===== config.mk =====
export PLATFORM = sky130hd
export DESIGN_NAME = uart_rx_core
export DESIGN_NICKNAME = d
export VERILOG_FILES = /design/src/rtl/uart_rx_pkg.sv /design/src/rtl/rx_sync.sv /design/src/rtl/rx_sampler.sv /design/src/rtl/rx_status.sv /design/src/rtl/uart_rx_core.sv
export SDC_FILE = /design/constraint.sdc
export NUM_CORES = 1
export LEC_CHECK = 0
export BUFFER_PORTS_ARGS = -buffer_cell sky130_fd_sc_hd__buf_2
export CORE_MARGIN = 2
export CORE_UTILIZATION = 25
export DETAILED_ROUTE_END_ITERATION = 12
export GPL_ROUTABILITY_DRIVEN = 0
export PLACE_DENSITY = 0.47
export SETUP_SLACK_MARGIN = 0.4
export SLEW_MARGIN = 20
export SYNTH_ARGS = -nofsm -noshare
export SYNTH_HDL_FRONTEND = slang
export SYNTH_SLANG_ARGS = --single-unit

===== constraint.sdc =====
create_clock -name clk -period 1.6 [get_ports clk]
set_input_delay 0.16 -clock clk [delete_from_list [all_inputs] [get_ports clk]]
set_output_delay 0.16 -clock clk [all_outputs]
set_load 0.1 [all_outputs]

===== src/rtl/uart_rx_pkg.sv =====
package uart_rx_pkg;
    parameter int DATA_W = 8;

    typedef enum logic [2:0] {
        ST_IDLE,
        ST_START,
        ST_DATA,
        ST_PAR,
        ST_STOP
    } rx_state_e;

    typedef struct packed {
        logic [1:0] wlen;
        logic       par_en;
        logic       par_even;
    } line_cfg_t;

    typedef struct packed {
        logic [DATA_W-1:0] data;
        logic              perr;
        logic              ferr;
    } rx_char_t;
endpackage


===== src/rtl/rx_sync.sv =====
module rx_sync #(
    parameter int STAGES = 2
) (
    input  logic clk,
    input  logic rst_n,
    input  logic din,
    output logic dout
);
    logic [STAGES-1:0] sync_d, sync_q;

    always_comb begin
        sync_d = {sync_q[STAGES-2:0], din};
    end

    always_ff @(posedge clk or negedge rst_n) begin
        if (!rst_n) sync_q <= '1;
        else        sync_q <= sync_d;
    end

    assign dout = sync_q[STAGES-1];
endmodule


===== src/rtl/rx_sampler.sv =====
module rx_sampler
    import uart_rx_pkg::*;
#(
    parameter int OVS      = 16,
    parameter int MIN_BITS = 5
) (
    input  logic      clk,
    input  logic      rst_n,
    input  logic      tick,
    input  logic      rx_s,
    input  line_cfg_t cfg_in,
    output logic      xfer,
    output rx_char_t  char_out
);
    localparam int CNT_W = $clog2(OVS);
    localparam int IDX_W = $clog2(DATA_W);
    localparam logic [CNT_W-1:0] HALF_LAST = CNT_W'(OVS / 2 - 1);
    localparam logic [CNT_W-1:0] FULL_LAST = CNT_W'(OVS - 1);

    typedef struct packed {
        rx_state_e         st;
        logic [CNT_W-1:0]  cnt;
        logic [IDX_W-1:0]  idx;
        logic              prev;
        line_cfg_t         cfg;
        logic [DATA_W-1:0] shreg;
        logic              perr;
        logic              ferr;
        logic              done;
    } samp_t;

    samp_t q, d;
    logic [IDX_W-1:0] last_idx;

    always_comb begin
        d        = q;
        d.done   = 1'b0;
        last_idx = IDX_W'(q.cfg.wlen) + IDX_W'(MIN_BITS - 1);
        if (tick) begin
            d.prev = rx_s;
            case (q.st)
                ST_IDLE: begin
                    if (q.prev && !rx_s) begin
                        d.st    = ST_START;
                        d.cnt   = '0;
                        d.idx   = '0;
                        d.cfg   = cfg_in;
                        d.shreg = '0;
                        d.perr  = 1'b0;
                        d.ferr  = 1'b0;
                    end
                end
                ST_START: begin
                    if (q.cnt == HALF_LAST) begin
                        d.cnt = '0;
                        d.st  = rx_s ? ST_IDLE : ST_DATA;
                    end else begin
                        d.cnt = q.cnt + 1'b1;
                    end
                end
                ST_DATA: begin
                    if (q.cnt == FULL_LAST) begin
                        d.cnt            = '0;
                        d.shreg[q.idx]   = rx_s;
                        if (q.idx == last_idx)
                            d.st = q.cfg.par_en ? ST_PAR : ST_STOP;
                        else
                            d.idx = q.idx + 1'b1;
                    end else begin
                        d.cnt = q.cnt + 1'b1;
                    end
                end
                ST_PAR: begin
                    if (q.cnt == FULL_LAST) begin
                        d.cnt  = '0;
                        d.perr = q.cfg.par_even ? (^q.shreg ^ rx_s)
                                                : ~(^q.shreg ^ rx_s);
                        d.st   = ST_STOP;
                    end else begin
                        d.cnt = q.cnt + 1'b1;
                    end
                end
                ST_STOP: begin
                    if (q.cnt == FULL_LAST) begin
                        d.cnt  = '0;
                        d.ferr = ~rx_s;
                        d.done = 1'b1;
                        d.st   = ST_IDLE;
                    end else begin
                        d.cnt = q.cnt + 1'b1;
                    end
                end
                default: d.st = ST_IDLE;
            endcase
        end
    end

    always_ff @(posedge clk or negedge rst_n) begin
        if (!rst_n) begin
            q       <= '0;
            q.st    <= ST_IDLE;
        end else begin
            q <= d;
        end
    end

    assign xfer          = q.done;
    assign char_out.data = q.shreg;
    assign char_out.perr = q.perr;
    assign char_out.ferr = q.ferr;

    // a start bit seen high at mid-cell is dropped without a character
    p_spike_reject_r2: assert property (@(posedge clk) disable iff (!rst_n)
        (tick && q.st == ST_START && q.cnt == HALF_LAST && rx_s)
        |=> (q.st == ST_IDLE && !q.done));

    // the start counter never passes the half-cell sample point
    p_start_window_r1: assert property (@(posedge clk) disable iff (!rst_n)
        (q.st == ST_START) |-> (q.cnt <= HALF_LAST));

    // a finished character leaves the receiver idle
    p_idle_after_stop_r9: assert property (@(posedge clk) disable iff (!rst_n)
        (tick && q.st == ST_STOP && q.cnt == FULL_LAST) |=> (q.st == ST_IDLE && q.done));
endmodule


===== src/rtl/rx_status.sv =====
module rx_status
    import uart_rx_pkg::*;
(
    input  logic              clk,
    input  logic              rst_n,
    input  logic              xfer,
    input  rx_char_t          char_in,
    input  logic              rbr_rd,
    input  logic              lsr_rd,
    output logic [DATA_W-1:0] rbr_data,
    output logic [3:0]        line_status
);
    typedef struct packed {
        logic [DATA_W-1:0] data;
        logic              dr;
        logic              oe;
        logic              pe;
        logic              fe;
    } stat_t;

    stat_t q, d;

    always_comb begin
        d = q;
        if (rbr_rd) d.dr = 1'b0;
        if (lsr_rd) begin
            d.oe = 1'b0;
            d.pe = 1'b0;
            d.fe = 1'b0;
        end
        if (xfer) begin
            d.data = char_in.data;
            d.dr   = 1'b1;
            d.oe   = d.oe | (q.dr & ~rbr_rd);
            d.pe   = d.pe | char_in.perr;
            d.fe   = d.fe | char_in.ferr;
        end
    end

    always_ff @(posedge clk or negedge rst_n) begin
        if (!rst_n) q <= '0;
        else        q <= d;
    end

    assign rbr_data    = q.data;
    assign line_status = {q.fe, q.pe, q.oe, q.dr};

    p_ready_on_xfer_r5: assert property (@(posedge clk) disable iff (!rst_n)
        xfer |=> line_status[0]);

    p_read_clears_r5: assert property (@(posedge clk) disable iff (!rst_n)
        (rbr_rd && !xfer) |=> !line_status[0]);

    p_overrun_r6: assert property (@(posedge clk) disable iff (!rst_n)
        (xfer && line_status[0] && !rbr_rd) |=> line_status[1]);

    p_lsr_clear_r8: assert property (@(posedge clk) disable iff (!rst_n)
        (lsr_rd && !xfer) |=> (line_status[3:1] == 3'b000));

    p_lsr_keeps_data_r8: assert property (@(posedge clk) disable iff (!rst_n)
        (lsr_rd && !xfer && !rbr_rd) |=> ($stable(rbr_data) && $stable(line_status[0])));

    p_framing_r7: assert property (@(posedge clk) disable iff (!rst_n)
        (xfer && char_in.ferr) |=> line_status[3]);
endmodule


===== src/rtl/uart_rx_core.sv =====
module uart_rx_core
    import uart_rx_pkg::*;
#(
    parameter int OVS         = 16,
    parameter int SYNC_STAGES = 2
) (
    input  logic        clk,
    input  logic        rst_n,
    input  logic        tick16,
    input  logic        rxd,
    input  logic [1:0]  lc_wlen,
    input  logic        lc_par_en,
    input  logic        lc_par_even,
    input  logic        rbr_rd,
    input  logic        lsr_rd,
    output logic [7:0]  rbr_data,
    output logic [3:0]  line_status
);
    logic      rx_s;
    logic      xfer;
    rx_char_t  ch;
    line_cfg_t cfg;

    assign cfg.wlen     = lc_wlen;
    assign cfg.par_en   = lc_par_en;
    assign cfg.par_even = lc_par_even;

    rx_sync #(.STAGES(SYNC_STAGES)) u_sync (
        .clk  (clk),
        .rst_n(rst_n),
        .din  (rxd),
        .dout (rx_s)
    );

    rx_sampler #(.OVS(OVS), .MIN_BITS(5)) u_samp (
        .clk     (clk),
        .rst_n   (rst_n),
        .tick    (tick16),
        .rx_s    (rx_s),
        .cfg_in  (cfg),
        .xfer    (xfer),
        .char_out(ch)
    );

    rx_status u_stat (
        .clk        (clk),
        .rst_n      (rst_n),
        .xfer       (xfer),
        .char_in    (ch),
        .rbr_rd     (rbr_rd),
        .lsr_rd     (lsr_rd),
        .rbr_data   (rbr_data),
        .line_status(line_status)
    );
endmodule


# Yosys cells after proc, flatten, opt, wreduce, memory -nomap -nowiden
# Cells that the tools add are included.
# word_totals
word_cells	93
mem_count	0
output_inout_bits	12
ramBits	0
latchBits	0
input_bits	10
mem_bits_ro	0
ff_bits	40
# op_classes
eq_ne	14
mul	0
order_cmp	2
n_reduce_logical	18
n_addsub	3
shift	0
bitwise	8
muxes	31
div	0
# op_table
op	n
3-bit 2-to-1 mux	9
8-bit case mux with 2 select lines	1
3-bit case mux with 5 select lines	1
14-bit 2-to-1 mux	1
4-bit 2-to-1 mux	3
2-bit by 1-bit != test with 1-bit output, second input constant	6
4-bit case mux with 3 select lines	1
4-bit AND reduction	3
10-bit 2-to-1 mux	1
8-bit bitwise mux	1
8-bit 2-to-1 mux	1
2-bit nonzero test	4
8-bit XOR reduction	1
7-bit AND reduction	1
3-bit by 2-bit == test with 1-bit output, second input constant	2
1-bit 2-to-1 mux	6
3-bit case mux with 2 select lines	1
3-bit AND reduction	2
5-bit AND reduction	1
4-bit by 1-bit adder with 4-bit output, second input constant	1
4-bit by 3-bit == test with 1-bit output, second input constant	1
4-bit == test, second input constant	1
3-bit by 4-bit less-than comparator with 1-bit output, second input constant	1
2-bit 2-to-1 mux	2
other kinds (18)	24

# Logic depth before layout (Yosys ltp)
# logic_depth
word_depth	7
ltp_mapped	6
mapped_depth_nobuf	5

# By module
# From an unflattened synthesis, not the netlist that was laid out.
# unflattened
cells_unflattened	192
area_unflattened_um2	2099.5
# by_module_without_submodules
module	seq_area_each_um2	instances	cells_each	area_each_um2
rx_sampler	650.6	1	163	1576.5
rx_status	300.3	1	27	470.5
rx_sync	52.6	1	2	52.6

# Least setup slack after synthesis
# OpenSTA, ideal clock, no wires.
# synth_timing
path_type	reg-to-reg
from	reg u_samp.q[19] in the netlist's numbering
to	reg u_samp.q[16] in the netlist's numbering
t_arrival_ps	1512
setup_slack_ps	-36
stages_incl_launch_ff	6
setup_ps	125
n_path_buf	0
cell_sequence	dfrtp_1 > ha_1 > and3_1 > o31ai_1 > a21oi_1 > mux2_2
# synth_between
elab_chain_len	3
# synth_rtl
element	line	rtl
start: declaration	rx_sampler.sv:32	samp_t q, d;
4-bit == test	rx_sampler.sv:62	if (q.cnt == FULL_LAST) begin
2-bit by 1-bit != test with 1-bit output (no line)	n/a	
5-bit AND reduction (no line)	n/a	
# No other way between the ends.
# A chain may end at the register's enable or synchronous reset.

# Final worst setup path
# layout_timing
from	reg u_samp.q[23] in the netlist's numbering
to	reg u_samp.q[25] in the netlist's numbering
# layout_between
elab_chain_len	3
# layout_rtl
element	line	rtl
3-bit == test (tied with other cells)	rx_sampler.sv:41	case (q.st)
2-bit by 1-bit != test with 1-bit output (no line)	n/a	
7-bit AND reduction (no line)	n/a	
# Several ways; a longest one is shown, not always the timed one.

==> qor.yml <==
coreArea_mm2: 0.00826
worst-endpoint-arrival_ns: 1.74
vias: 1769
routed_via_density: 4.81
cpLargestDelayFamily: "simple AND/OR/NAND/NOR gates"
ys_types: 52
die_x_um: 96.6
dieArea_mm2: 0.00934
fin_nets: 274
maxCapViolCount: 0
peakVddDrop_mv: 0.448
crit_end: "u_samp.q[25]"
finalClockSkew_ns: 0.0106
cts_tree: "built"
io_buffers: 21
synthFlopType: "dfrtp_1"
met1Wirelength_um: 2730
status: "finished clean"
startpoint: "u_samp.q[23]"
routed_wl_um: 5390
p_leak_uw: 0.00132
yosys-top-cells-count: "dfrtp_1, nand3_1, o21ai_0, mux2_2, nand2_1"
drive_above_1_share_pct: 49.0
rsz0062_at_grt: "true"
initial_core_util_pct: 26.0
tightest_slew_ns: 0.523
wl_met2_um: 2470
syn_to_final_growth_pct: 40.1
crit_required_ns: 1.79
cts.path.max_buffers: 2
clk_pin_slew_worst_paths_ns: 0.08
fmax_mhz: 645
critPathMaxFanout: 7
post-route-period-util_pct: 96.9
critPathLaunchType: "flip-flop"
syn_avg_cell_area_um2: 10.5
critical_path_class: "reg2reg"
ys_warn_count: 0
first_global_vias: 1692
cts_root_buffer: "clkbuf_8"
hp-class: "in2reg"
grt_pass1_wl_um: 8370
diodes: 0
cts_buffers: 5
r2r_start: "u_samp.q[23]"
cp.depth: 4
ant_nets: 0
routed.top_layer: "met4"
drt_iter0_drc: 52
power_uw: 3990
finalSetupViolCount: 0
detail_route.first_pass.iterations: 4
slew_violations: 0
synthCells: 205
synth_edf_count: 0
slew_headroom_pct: 65.1
die_h_um: 96.6
slowest_stage: "dfrtp_2"
syn-cell-area_mm2: 0.00214
dpl.hpwl_um: 3570
async_flop_share_pct: 100
yosysTopAreaCellShare_pct: 44.3
r2r_end: "u_samp.q[25]"
fin_util_pct: 36.4
drcViolationCount: 0
grt_max_degree: 41
drt-wirelength-per-cell_um: 14.6
power_density_mw_per_mm2: 1330
crit_chain: "or3_4 -> o21a_4 -> and3_4 -> a22o_1"
synth_seq_cells: 40
reg2regPathDepth: 4
wl_met3_um: 141
yosysSeqAreaShare_pct: 46.8
design.portCount: 22
worst-path-buf-inv: 0
r2r_slack_ns: 0.05
worstSetupEndpointType: "flip-flop"
track_usage_pct: 11.0
period_minus_slack_ns: 1.55
antenna_found_initial: 0
clock_sinks: 40
cpPeakStageDelay_ns: 0.46
synthMostInstantiatedCell: "dfrtp_1"
timing_hold_violations_final: 0
htree_levels: 2
synth.largest_area_cell: "dfrtp_1"
rows: 33
clkLatencyLatePin_ns: 0.30
syn_nets: 217
ys_top_cells_by_area: "dfrtp_1, mux2_2, nand3_1"
overflow: 0
==> stage by stage <==
stage	worst slack (ns)	hold slack, ns	instance area [µm²]	instances	TNS (ns)
floorplan	0.0548	-0.136	2210	205	0
global placement	-0.00401	0.265	2570	344	-0.00401
detailed placement	0.00726	0.266	2570	344	0
CTS	0.0516	0.0928	2850	361	0
global route	0.0134	0.0890	3000	368	0
finish	0.0493	0.0986	3000	368	0
==> state kept, by name, indices dropped and copies added, names as in the netlist <==
signal              flops
u_samp.q               15
u_stat.line_status      4
u_stat.rbr_data         8
u_samp.xfer             1
u_sync.sync_q           2
u_samp.char_out        10
==> area by class of cell <==
cell class	instances	area [µm²]
clock buffer	6	82.6
clock inverter	2	10.0
fill	832	5250
inverter	9	33.8
multi-input combinational	145	1250
sequential	40	1020
tap	105	131
timing repair buffer	61	478
==> timing repair <==
item | 4_1_cts | 5_1_grt
setup buffers | 7 | 7
hold buffers | 2 | 0
endpoints found under the hold margin | 39 | 0
setup endpoints to repair | 39 | 25
resized for setup | 35 | 26
pin swaps | 8 | 9
==> worst min path at each step <==
stage | startpoint | end | slack, ns | depth (start not counted)
floorplan | rst_n | u_samp.char_out[0] | -0.14 | 0
finish | lc_par_even | u_samp.q[11] | 0.1 | 2
global placement | rst_n | u_samp.char_out[5] | 0.27 | 2
CTS | lc_par_even | u_samp.q[11] | 0.09 | 2
global route | lc_par_even | u_samp.q[11] | 0.09 | 2
detailed placement | rst_n | u_stat.rbr_data[3] | 0.27 | 2
==> cell families (layout without fill, tap and decap cells) <==
| kind of cell | count (synthesis) | after routing | share of synthesized area, % |
|---|---|---|---|
| muxes | 14 | 14 | 7.29 |
| and+or+nand+nor | 68 | 68 | 18.7 |
| adders and majority gates | 2 | 2 | 1.17 |
| DFF | 40 | 40 | 46.8 |
| buffers and inverters | 20 | 78 | 4.14 |
| AOI/OAI and AO/OA | 51 | 51 | 17.2 |
| xor gates and xnor gates | 10 | 10 | 4.73 |
==> layer usage <==
metal  up-vias  global-route usage [%]
met5         -                       0
met4         0                    2.93
met3         5                    2.38
met2        24                    17.0
met1       865                    15.6
li1        875                       -
==> placed cells by master, fill, tap and decap left out, drive strengths merged, types with 2 or more instances in the layout <==
cell type,synthesis,final
ha,2,2
nor2b,9,9
nor2,7,7
buf,5,59
o21ai,14,14
mux2,13,13
nor3,2,2
xnor2,7,7
inv,9,9
dfstp,2,2
dfrtp,38,38
clkbuf,6,6
nand2b,2,2
nand4,3,3
xor2,2,2
a22oi,2,2
o211ai,3,3
nor3b,2,2
o31ai,2,2
and3,4,4
o2bb2ai,3,3
nor4,2,2
a21oi,4,4
nand3,17,17
clkinv,0,2
dlygate4sd3,0,2
a22o,8,8
a32o,3,3
a21o,4,4
nand2,12,12
==> report_power, final <==
group          leakage, µW  total (µW)  internal [µW]  switching [µW]
combinational     0.000756        1900            947             955
clock            0.0000510         724            345             379
sequential        0.000514        1370           1180             184
total              0.00132        3990           2470            1520
Note: power is estimated with default switching activity, not from simulation.
